**src/rtl/tdu_pkg.sv**
```systemverilog
// Package: shared constants and types for the descriptor status updater.
// Assumes a 32-bit control word with the bit positions listed here.
package tdu_pkg;
    localparam int CTRL_W     = 32;
    localparam int LEN_W      = 11;
    localparam int B_TMO      = 18;
    localparam int B_NAK      = 19;
    localparam int B_BABBLE   = 20;
    localparam int B_STALL    = 22;
    localparam int B_ACTIVE   = 23;
    localparam int B_IOC      = 24;
    localparam int B_ISO      = 25;
    localparam int B_ERR_LO   = 27;
    localparam int B_ERR_HI   = 28;
    localparam int B_SPD      = 29;

    localparam logic [7:0] PID_OUT   = 8'hE1;
    localparam logic [7:0] PID_IN    = 8'h69;
    localparam logic [7:0] PID_SETUP = 8'h2D;

    typedef enum logic [2:0] {
        RES_DATA   = 3'd0,
        RES_NAK    = 3'd1,
        RES_STALL  = 3'd2,
        RES_NODEV  = 3'd3,
        RES_BABBLE = 3'd4
    } res_kind_e;

    typedef enum logic [1:0] {
        OC_ADVANCE = 2'd0,
        OC_HOLD    = 2'd1,
        OC_ABORT   = 2'd2
    } outcome_e;

    typedef enum logic [1:0] {
        PK_OUT   = 2'd0,
        PK_IN    = 2'd1,
        PK_SETUP = 2'd2,
        PK_BAD   = 2'd3
    } pid_class_e;

    typedef enum logic [2:0] {
        EV_OK      = 3'd0,
        EV_NAK     = 3'd1,
        EV_STALL   = 3'd2,
        EV_TIMEOUT = 3'd3,
        EV_BABBLE  = 3'd4
    } event_e;
endpackage

```
**src/rtl/tdu_token_decode.sv**
```systemverilog
// Token decoder: splits the token word into its fields and classifies the
// packet ID. Assumes the fixed field layout of the token word.
module tdu_token_decode
    import tdu_pkg::*;
#(
    parameter int LW = LEN_W
) (
    input  logic [31:0]    token,
    output logic [7:0]     pid,
    output logic [6:0]     dev_addr,
    output logic [3:0]     endp,
    output logic [LW-1:0]  max_bytes,
    output pid_class_e     pclass
);
    logic [LW-1:0] len_field;

    // Field extraction; the byte count wraps at 2**LW.
    always_comb begin
        pid       = token[7:0];
        dev_addr  = token[14:8];
        endp      = token[18:15];
        len_field = token[31:32-LW];
        max_bytes = len_field + LW'(1);
    end

    // Packet ID classification.
    always_comb begin
        case (pid)
            PID_OUT:   pclass = PK_OUT;
            PID_IN:    pclass = PK_IN;
            PID_SETUP: pclass = PK_SETUP;
            default:   pclass = PK_BAD;
        endcase
    end
endmodule

```
**src/rtl/tdu_result_eval.sv**
```systemverilog
// Result evaluator: turns the device result code and returned length into
// a single event and the number of bytes actually moved. Assumes res_len is
// meaningful only for IN data results.
module tdu_result_eval
    import tdu_pkg::*;
#(
    parameter int LW  = LEN_W,
    parameter int RLW = 12
) (
    input  pid_class_e      pclass,
    input  logic [2:0]      res_kind,
    input  logic [RLW-1:0]  res_len,
    input  logic [LW-1:0]   max_bytes,
    output event_e          ev,
    output logic [LW-1:0]   xfer_len
);
    localparam int CW = (RLW > LW) ? RLW : LW;
    logic [CW-1:0] len_w;
    logic [CW-1:0] max_w;

    // Common-width copies for the over-length compare.
    always_comb begin
        len_w = CW'(res_len);
        max_w = CW'(max_bytes);
    end

    // Event classification with clipping of an over-long IN reply.
    always_comb begin
        ev       = EV_TIMEOUT;
        xfer_len = '0;
        case (res_kind)
            RES_DATA: begin
                if (pclass == PK_IN) begin
                    if (len_w > max_w) begin
                        ev       = EV_BABBLE;
                        xfer_len = max_bytes;
                    end else begin
                        ev       = EV_OK;
                        xfer_len = LW'(res_len);
                    end
                end else begin
                    ev       = EV_OK;
                    xfer_len = max_bytes;
                end
            end
            RES_NAK:    ev = EV_NAK;
            RES_STALL:  ev = EV_STALL;
            RES_BABBLE: ev = EV_BABBLE;
            default:    ev = EV_TIMEOUT;
        endcase
    end
endmodule

```
**src/rtl/tdu_ctrl_update.sv**
```systemverilog
// Control word updater: applies one evaluated event to the control word,
// including the retry counter, and chooses outcome, mask and error flags.
// Assumes the event and length come from tdu_result_eval.
module tdu_ctrl_update
    import tdu_pkg::*;
#(
    parameter int LW = LEN_W
) (
    input  logic [CTRL_W-1:0] ctrl_in,
    input  pid_class_e        pclass,
    input  event_e            ev,
    input  logic [LW-1:0]     xfer_len,
    input  logic [LW-1:0]     max_bytes,
    output logic [CTRL_W-1:0] ctrl_out,
    output logic [1:0]        int_mask,
    output outcome_e          outcome,
    output logic              host_err,
    output logic              usb_err
);
    localparam int EW = B_ERR_HI - B_ERR_LO + 1;
    logic          do_tmo;
    logic [EW-1:0] err_cnt;

    // Main update: outcome, mask and the status bits other than the counter.
    always_comb begin
        ctrl_out = ctrl_in;
        int_mask = {1'b0, ctrl_in[B_IOC]};
        outcome  = OC_HOLD;
        host_err = 1'b0;
        usb_err  = 1'b0;
        do_tmo   = 1'b0;
        err_cnt  = ctrl_in[B_ERR_HI:B_ERR_LO];
        if (!ctrl_in[B_ACTIVE]) begin
            outcome = OC_HOLD;
        end else if (pclass == PK_BAD) begin
            host_err = 1'b1;
            outcome  = OC_ABORT;
        end else begin
            if (ctrl_in[B_ISO]) ctrl_out[B_ACTIVE] = 1'b0;
            case (ev)
                EV_OK: begin
                    ctrl_out[LW-1:0]   = xfer_len - LW'(1);
                    ctrl_out[B_ACTIVE] = 1'b0;
                    if (pclass == PK_IN && ctrl_in[B_SPD] && xfer_len < max_bytes) begin
                        int_mask[1] = 1'b1;
                        outcome     = OC_HOLD;
                    end else begin
                        outcome = OC_ADVANCE;
                    end
                end
                EV_BABBLE: begin
                    ctrl_out[B_BABBLE] = 1'b1;
                    ctrl_out[B_STALL]  = 1'b1;
                    ctrl_out[B_ACTIVE] = 1'b0;
                    outcome            = OC_ABORT;
                end
                EV_STALL: begin
                    ctrl_out[B_STALL]  = 1'b1;
                    ctrl_out[B_ACTIVE] = 1'b0;
                    outcome            = OC_HOLD;
                end
                EV_NAK: begin
                    ctrl_out[B_NAK] = 1'b1;
                    do_tmo          = (pclass == PK_SETUP);
                    outcome         = OC_HOLD;
                end
                default: begin
                    do_tmo  = 1'b1;
                    outcome = OC_HOLD;
                end
            endcase
            // Retry counter: saturating decrement, exhaustion retires.
            if (do_tmo) begin
                ctrl_out[B_TMO] = 1'b1;
                if (err_cnt != '0) begin
                    err_cnt = err_cnt - EW'(1);
                    if (err_cnt == '0) begin
                        ctrl_out[B_ACTIVE] = 1'b0;
                        usb_err            = 1'b1;
                    end
                end
                ctrl_out[B_ERR_HI:B_ERR_LO] = err_cnt;
            end
        end
    end
endmodule

```
**src/rtl/tdu_status_update.sv**
```systemverilog
// Top: descriptor status updater. Decodes the token, evaluates the result,
// updates the control word and registers every output once.
// Assumes one descriptor per valid cycle, with no back-pressure.
module tdu_status_update
    import tdu_pkg::*;
#(
    parameter int LW  = LEN_W,
    parameter int RLW = 12
) (
    input  logic              clk,
    input  logic              rst_n,
    input  logic              in_valid,
    input  logic [31:0]       ctrl_in,
    input  logic [31:0]       token_in,
    input  logic [2:0]        res_kind,
    input  logic [RLW-1:0]    res_len,
    output logic              out_valid,
    output logic [31:0]       ctrl_out,
    output logic              ctrl_changed,
    output logic [1:0]        int_mask,
    output logic [1:0]        outcome,
    output logic              host_err,
    output logic              usb_err,
    output logic [7:0]        pid,
    output logic [6:0]        dev_addr,
    output logic [3:0]        endp,
    output logic [LW-1:0]     max_bytes
);
    logic [7:0]     d_pid;
    logic [6:0]     d_addr;
    logic [3:0]     d_endp;
    logic [LW-1:0]  d_max;
    pid_class_e     d_class;
    event_e         d_ev;
    logic [LW-1:0]  d_len;
    logic [31:0]    n_ctrl;
    logic [1:0]     n_mask;
    outcome_e       n_oc;
    logic           n_herr;
    logic           n_uerr;

    tdu_token_decode #(.LW(LW)) u_dec (
        .token     (token_in),
        .pid       (d_pid),
        .dev_addr  (d_addr),
        .endp      (d_endp),
        .max_bytes (d_max),
        .pclass    (d_class)
    );

    tdu_result_eval #(.LW(LW), .RLW(RLW)) u_eval (
        .pclass    (d_class),
        .res_kind  (res_kind),
        .res_len   (res_len),
        .max_bytes (d_max),
        .ev        (d_ev),
        .xfer_len  (d_len)
    );

    tdu_ctrl_update #(.LW(LW)) u_upd (
        .ctrl_in   (ctrl_in),
        .pclass    (d_class),
        .ev        (d_ev),
        .xfer_len  (d_len),
        .max_bytes (d_max),
        .ctrl_out  (n_ctrl),
        .int_mask  (n_mask),
        .outcome   (n_oc),
        .host_err  (n_herr),
        .usb_err   (n_uerr)
    );

    // Output register stage; data is captured only on valid input.
    always_ff @(posedge clk) begin
        if (!rst_n) begin
            out_valid    <= 1'b0;
            ctrl_out     <= '0;
            ctrl_changed <= 1'b0;
            int_mask     <= '0;
            outcome      <= '0;
            host_err     <= 1'b0;
            usb_err      <= 1'b0;
            pid          <= '0;
            dev_addr     <= '0;
            endp         <= '0;
            max_bytes    <= '0;
        end else begin
            out_valid <= in_valid;
            if (in_valid) begin
                ctrl_out     <= n_ctrl;
                ctrl_changed <= (n_ctrl != ctrl_in);
                int_mask     <= n_mask;
                outcome      <= n_oc;
                host_err     <= n_herr;
                usb_err      <= n_uerr;
                pid          <= d_pid;
                dev_addr     <= d_addr;
                endp         <= d_endp;
                max_bytes    <= d_max;
            end
        end
    end
endmodule

```
**config.mk**
```make
export PLATFORM = sky130hd
export DESIGN_NAME = tdu_status_update
export DESIGN_NICKNAME = d
export VERILOG_FILES = /design/src/rtl/tdu_pkg.sv /design/src/rtl/tdu_token_decode.sv /design/src/rtl/tdu_result_eval.sv /design/src/rtl/tdu_ctrl_update.sv /design/src/rtl/tdu_status_update.sv
export SDC_FILE = /design/constraint.sdc
export NUM_CORES = 1
export LEC_CHECK = 0
export ABC_CLOCK_PERIOD_IN_PS = 5900
export BUFFER_PORTS_ARGS = -buffer_cell sky130_fd_sc_hd__buf_2
export CORE_MARGIN = 2
export CORE_UTILIZATION = 50
export CTS_CLUSTER_SIZE = 30
export DETAILED_ROUTE_END_ITERATION = 6
export HOLD_SLACK_MARGIN = 0.15
export PLACE_DENSITY = 0.81
export SLEW_MARGIN = 15
export SYNTH_ARGS = -nofsm -noshare
export SYNTH_HDL_FRONTEND = slang
export SYNTH_SLANG_ARGS = --single-unit
```
**constraint.sdc**
```tcl
create_clock -name clk -period 5.9 [get_ports clk]
set_input_delay 1.18 -clock clk [delete_from_list [all_inputs] [get_ports clk]]
set_output_delay 1.18 -clock clk [all_outputs]
set_load 0.01 [all_outputs]
```
Word level (Yosys, flattened, before mapping)
Cells that the tools add are included.
Operators by class
  equality and inequality tests: 13
  reductions and logical operators: 8
  add/sub/neg operators: 3
  muxes and demuxes: 45
  $lt $le $gt $ge: 2
Operator list (count)
  $mux W11: 6
  $mux W1: 23
  $ne A18 B18 Y1: 1
  $mux W2: 8
  $gt A12 B11 Y1: 1
  $mux W3: 4
  $pmux W3 S4: 1
  $add A11 B1 Y11 const B: 1
  $lt A11 B11 Y1: 1
  $sub A11 B1 Y11 const B: 1
  $eq A8 B6 Y1 const B: 1
  $eq A8 B7 Y1 const B: 1
  $eq A8 B8 Y1 const B: 1
  $eq A3 B1 Y1 const B: 2
  $eq A3 B2 Y1 const B: 2
  $eq A3 B3 Y1 const B: 2
  $logic_not A3 Y1: 2
  $pmux W2 S3: 1
  $eq A2 B2 Y1 const B: 2
  $pmux W2 S2: 1
  $reduce_or A3 Y1: 1
  $eq A2 B1 Y1 const B: 1
  $logic_and A1 B1 Y1: 2
  $logic_not A2 Y1: 1
  other kinds (4): 4
Storage, ports and cells
  register bits after elaboration: 70
  logic and storage cells: 82
  input bits: 82
  output and inout bits: 70

Depth between registers and ports, before layout
  depth in word-level cells: 14
  mapped depth: 19
  mapped depth without buffers: 18

Hierarchy
From an unflattened synthesis, not the netlist that was laid out.
Second synthesis, totals
  cell total of the unflattened synthesis: 543
  area, all modules: 4899.7 µm²
By module, submodules not included
  tdu_status_update: area each 2940.3 µm², cells each 266, sequential area each 1401.3 µm², times used 1
  tdu_ctrl_update: area each 910.9 µm², cells each 127, sequential area each 0.0 µm², times used 1
  tdu_result_eval: area each 676.9 µm², cells each 99, sequential area each 0.0 µm², times used 1
  tdu_token_decode: area each 371.6 µm², cells each 51, sequential area each 0.0 µm², times used 1

Worst setup path after synthesis
Ideal clock, no wire load.
  path type: input port to flip-flop
  from: input token_in[26]
  to: register outcome[0]
  path buffers: 1
  data arrival time: 4.949 ns
  stages: 18
  path slack: 0.826 ns
  required time: 5.775 ns
  library setup time: 0.125 ns
  cells stage by stage: and3_1 -> and3_1 -> nand4_1 -> xor2_1 -> ha_1 -> and4b_1 -> nand2_1 -> or4_1 -> buf_2 -> a21o_2 -> a211oi_1 -> ha_1 -> nand4_1 -> nor2_1 -> nand3_1 -> o311ai_0 -> a21oi_1 -> o41a_1
Between the ends
  cells in the longest elaborated chain, start to end: 11
  elaborated cells between the ends (all ways): 16
  classes of those cells: add/sub: 1; order compare: 2; eq/ne: 1; mux: 10; reduce/logical: 2
Ends and longest elaborated chain
  start: declaration: RTL line tdu_status_update.sv:14  | input logic [31:0] token_in,
  $add A11 B1 Y11 *: RTL line tdu_token_decode.sv:23  | max_bytes = len_field + LW'(1);
  $gt A12 B11 Y1: RTL line tdu_result_eval.sv:34  | if (len_w > max_w) begin
  $mux W11: RTL line tdu_result_eval.sv:34
  $mux W11: RTL line tdu_result_eval.sv:33  | if (pclass == PK_IN) begin
  $mux W11: RTL line tdu_result_eval.sv:31  | case (res_kind)
  $lt A11 B11 Y1: RTL line tdu_ctrl_update.sv:44  | if (pclass == PK_IN && ctrl_in[B_SPD] && xfer_len < max_bytes) begin
  $logic_and A1 B1 Y1: RTL line tdu_ctrl_update.sv:44
  $mux W1: RTL line tdu_ctrl_update.sv:44
  $pmux W2 S2 *: RTL line tdu_ctrl_update.sv:40  | case (ev)
  $mux W2 *: RTL line tdu_ctrl_update.sv:35  | end else if (pclass == PK_BAD) begin
  $mux W2 *: RTL line tdu_ctrl_update.sv:33  | if (!ctrl_in[B_ACTIVE]) begin
  end signal: assignment: RTL line tdu_status_update.sv:93  | outcome <= n_oc;
  end: declaration: RTL line tdu_status_update.sv:21  | output logic [1:0] outcome,
Mark *: on every way between the ends. The rest lies on a longest branch, timed or not.
A chain may end at the register's enable or synchronous reset.

Worst setup path in the final report
  from: input token_in[21]
  to: register outcome[0]
The elaborated chain is that of the path after synthesis.

==> metrics.md <==
| Metric | Value |
|---|---|
| Outcome | `finished clean` |
| Final Setup Violations | `0` |
| Core region area | `0.007727 mm²` |
| Critical path launch point type | `primary input` |
| Clock-pin slew on the worst setup and hold paths | `0.07 ns` |
| Pre-CTS setup slack | `0.05384 ns` |
| Reg2Reg Depth | `3` |
| Die Span X | `93.46 µm` |
| Synth area leaders | `dfxtp_1, mux2i_1, nor2_1` |
| Post-synth top cells | `nor2_1, dfxtp_1, mux2i_1, nand2_1, a211oi_1` |
| #FFs+latches synth | `69` |
| Share of the synthesized area in the top cell type | `34.52%` |
| Min Tclk post-route | `5.515 ns` |
| Port buffer count | `149` |
| Peak supply drop | `0.2282 mV` |
| YS warnings | `0` |
| Power Density | `227.9 mW/mm²` |
| Cell variety after synth | `71` |
| Post-synthesis cell count | `465` |
| Crit path DAT | `5.74 ns` |
| Num CTS Buffers | `9` |
| Final wirelength | `10790 µm` |
| CP Max Fanout | `8` |
| Gp weighted congestion | `0.9264` |
| Most frequent cell after synthesis | `nor2_1` |
| Initial antenna violation count | `0` |
| Fmax | `181.3 MHz` |
| Vias in the first global route | `3745` |
| Synth area leader | `dfxtp_1` |
| Overflow after GRT | `0` |
| Share of layout cells above drive strength 1 | `31.33%` |
| Post-synth EDFFs | `0` |
| Rows | `32` |
| Final ANT Viol Nets | `0` |
| Vias | `4033` |
| Maximum clock insertion buffer count | `2` |
| FILL cells | `645` |
| Worst skew pair latency | `0.34 ns` |
| Top-Level Pins | `152` |
| Starting Density | `51.78%` |
| Final period util | `93.47%` |
| First-iteration detailed-routing DRC count | `293` |
| Ys async rst share | `0%` |
| # diodes | `0` |
| Avg Synthesized Cell Area | `8.605 µm²` |
| Cell Area, Synth | `0.004001 mm²` |
| Setup Skew | `0 ns` |
| R2R Setup Slk | `4.92 ns` |
| # DRC | `0` |
| Crit path kind | `in -> reg` |
| Final hold vios | `0` |
| Cts hold-fix bufs | `0` |
| Simple-gate share of the synthesized area | `19.79%` |
| Largest family of logic cells by synthesized area | `compound AO/OA/AOI/OAI gates` |
| Worst hold path type | `reg -> reg` |
| Gr usage total | `23.87%` |
| Largest net degree at the start of global routing | `83` |
| Synth Area in Compound Gates | `22.26%` |
| Total Power | `0.001158 W` |
| Hold_sp | `int_mask[1]` |
| Slew Limit Fails | `0` |
| Post-Synth XOR/XNOR Area | `3.846%` |
| Htree depth | `3` |
| Via-to-Cell Ratio | `5.617` |
| Area Overhead vs Synth | `26.92%` |
| Critical Path RT | `6.12 ns` |
| CP Capture Type | `flip-flop` |
| Register area share after synthesis | `34.52%` |
| CTS tree | `yes` |
| RR Endpoint | `ctrl_out[10]` |
| Unrepaired setup endpoints after global routing | `no` |
| Leakage power | `2.456 nW` |
| # Post-CTS Setup Buffers | `0` |
| Die ar. | `0.008734 mm²` |
| Critical R2R Launch | `ctrl_out[10]` |
| First-pass GRT wire length | `16940 µm` |
| Die height | `93.46 µm` |
| Final HPWL DP | `8145 µm` |
| Worst rel slew slack | `34.13%` |
| Drt wl/cell | `15.03 µm` |
| Clock root buffer master | `clkbuf_8` |
| Top_reg_cell synth | `dfxtp_1` |
| Clock tree sinks | `69` |
| Setup total negative slack | `0 ns` |
| Pin slew with the least headroom to its limit | `0.9881 ns` |
| Net Count, Synth | `567` |
| Net count, final | `714` |
| Post-route setup slack | `0.3854 ns` |
| Mux cell area share after synthesis | `8.755%` |
| Adder-Cell Fraction of Synth Area | `6.254%` |
| Max-cap check violation count | `0` |
| End of the worst hold path | `int_mask[1]` |
| Min-Delay Path Depth | `2` |
| First-pass DRT Iterations | `4` |
-- layout by cell type, fill, tap and decap left out, drive strengths merged, types with 4 or more instances in the layout --
master  instances
and3            5
nor2           75
xnor2           5
nor3            5
a211oi         28
nand3          11
or3             4
o221ai          4
or4             4
inv            14
mux2i          35
xor2           10
and2            5
ha             20
a21oi          25
nand2          30
clkbuf         11
o21ai          16
dfxtp          69
buf           164
nor2b           6
a211o           5
-- layer usage --
metal | vias to the layer above | share of wire (%) | track usage (%)
met4 | 0 | 1.8 | 10.29
met5 | - | 0 | 0
met1 | 1852 | 42 | 29.83
li1 | 2001 | - | -
met3 | 19 | 7.9 | 5.882
met2 | 161 | 48 | 39.03
-- report_power, final --
part / switching (W) / internal, W / leakage [nW] / total (W)
Combinational: 0.000130 / 0.000102 / 1.78 / 0.000232
Clock: 0.000172 / 0.000247 / 0.105 / 0.000418
Sequential: 0.0000135 / 0.000494 / 0.570 / 0.000507
-- stage by stage --
step | hold slack, ns | utilization [%] | std cells | instance area (µm²)
2_1_floorplan | 0.4856 | - | 465 | 4001
3_3_place_gp | 0.4496 | 62.94 | 703 | 4863
3_5_place_dp | 0.4544 | 62.94 | 703 | 4863
4_1_cts | 0.4653 | 65.71 | 718 | 5077
5_1_grt | 0.4829 | 65.72 | 718 | 5079
6_report | 0.4627 | 65.72 | 718 | 5079
-- final cells by class --
type                            count  area [µm²]  area share [%]
Clock inverter                      4       72.57           1.429
Timing Repair Buffer              164       860.8           16.95
Clock buffer                       11       141.4           2.784
Tap cell                          102       127.6           2.513
Inverter                           15       56.30           1.109
Multi-Input combinational cell    353        2439           48.02
Sequential cell                    69        1381           27.20
-- logic make-up after synthesis --
group	Yosys count
AO/OA/AOI/OAI	120
XOR/XNOR	16
adder cells (fa/ha/maj)	20
buffers and inverters	43
flip-flops	69
multiplexers	35
AND/OR/NAND/NOR	162
-- registers in the layout, indices dropped and copies added (netlist names) --
signal        flops
max_bytes        11
out_valid         1
ctrl_changed      1
host_err          1
endp              4
pid               8
outcome           2
dev_addr          7
ctrl_out         32
int_mask          1
usb_err           1
-- how the worst max path moves through the flow --
stage | startpoint | endpoint | depth (start not counted)
after floorplan | token_in[26] | outcome[0] | 18
after global placement | token_in[21] | outcome[0] | 19
after detailed placement | token_in[21] | outcome[0] | 20
after CTS | token_in[21] | outcome[0] | 19
after global routing | token_in[21] | outcome[0] | 19
final | token_in[21] | outcome[0] | 20
-- critical path, stage by stage --
cell and delay (ns):
buf_2 0.16, ha_1 0.21, and2_1 0.24, nand4_1 0.15, xor2_1 0.34, ha_1 0.21
and4b_1 0.31, nand2_1 0.10, a2111oi_1 0.52, a211o_1 0.32, buf_4 0.22, a211oi_1 0.08
a211oi_1 0.37, ha_1 0.18, inv_1 0.03, nor2_1 0.17, nand3_1 0.09, o311ai_0 0.36
a21oi_1 0.14, o41a_1 0.32
-- what timing repair did --
action                                 in CTS  in global routing
gates resized for setup                     0                  1
endpoints found under the hold margin       0                  0
setup endpoints to repair                   0                  3
Power figures use the tool's default switching activity.
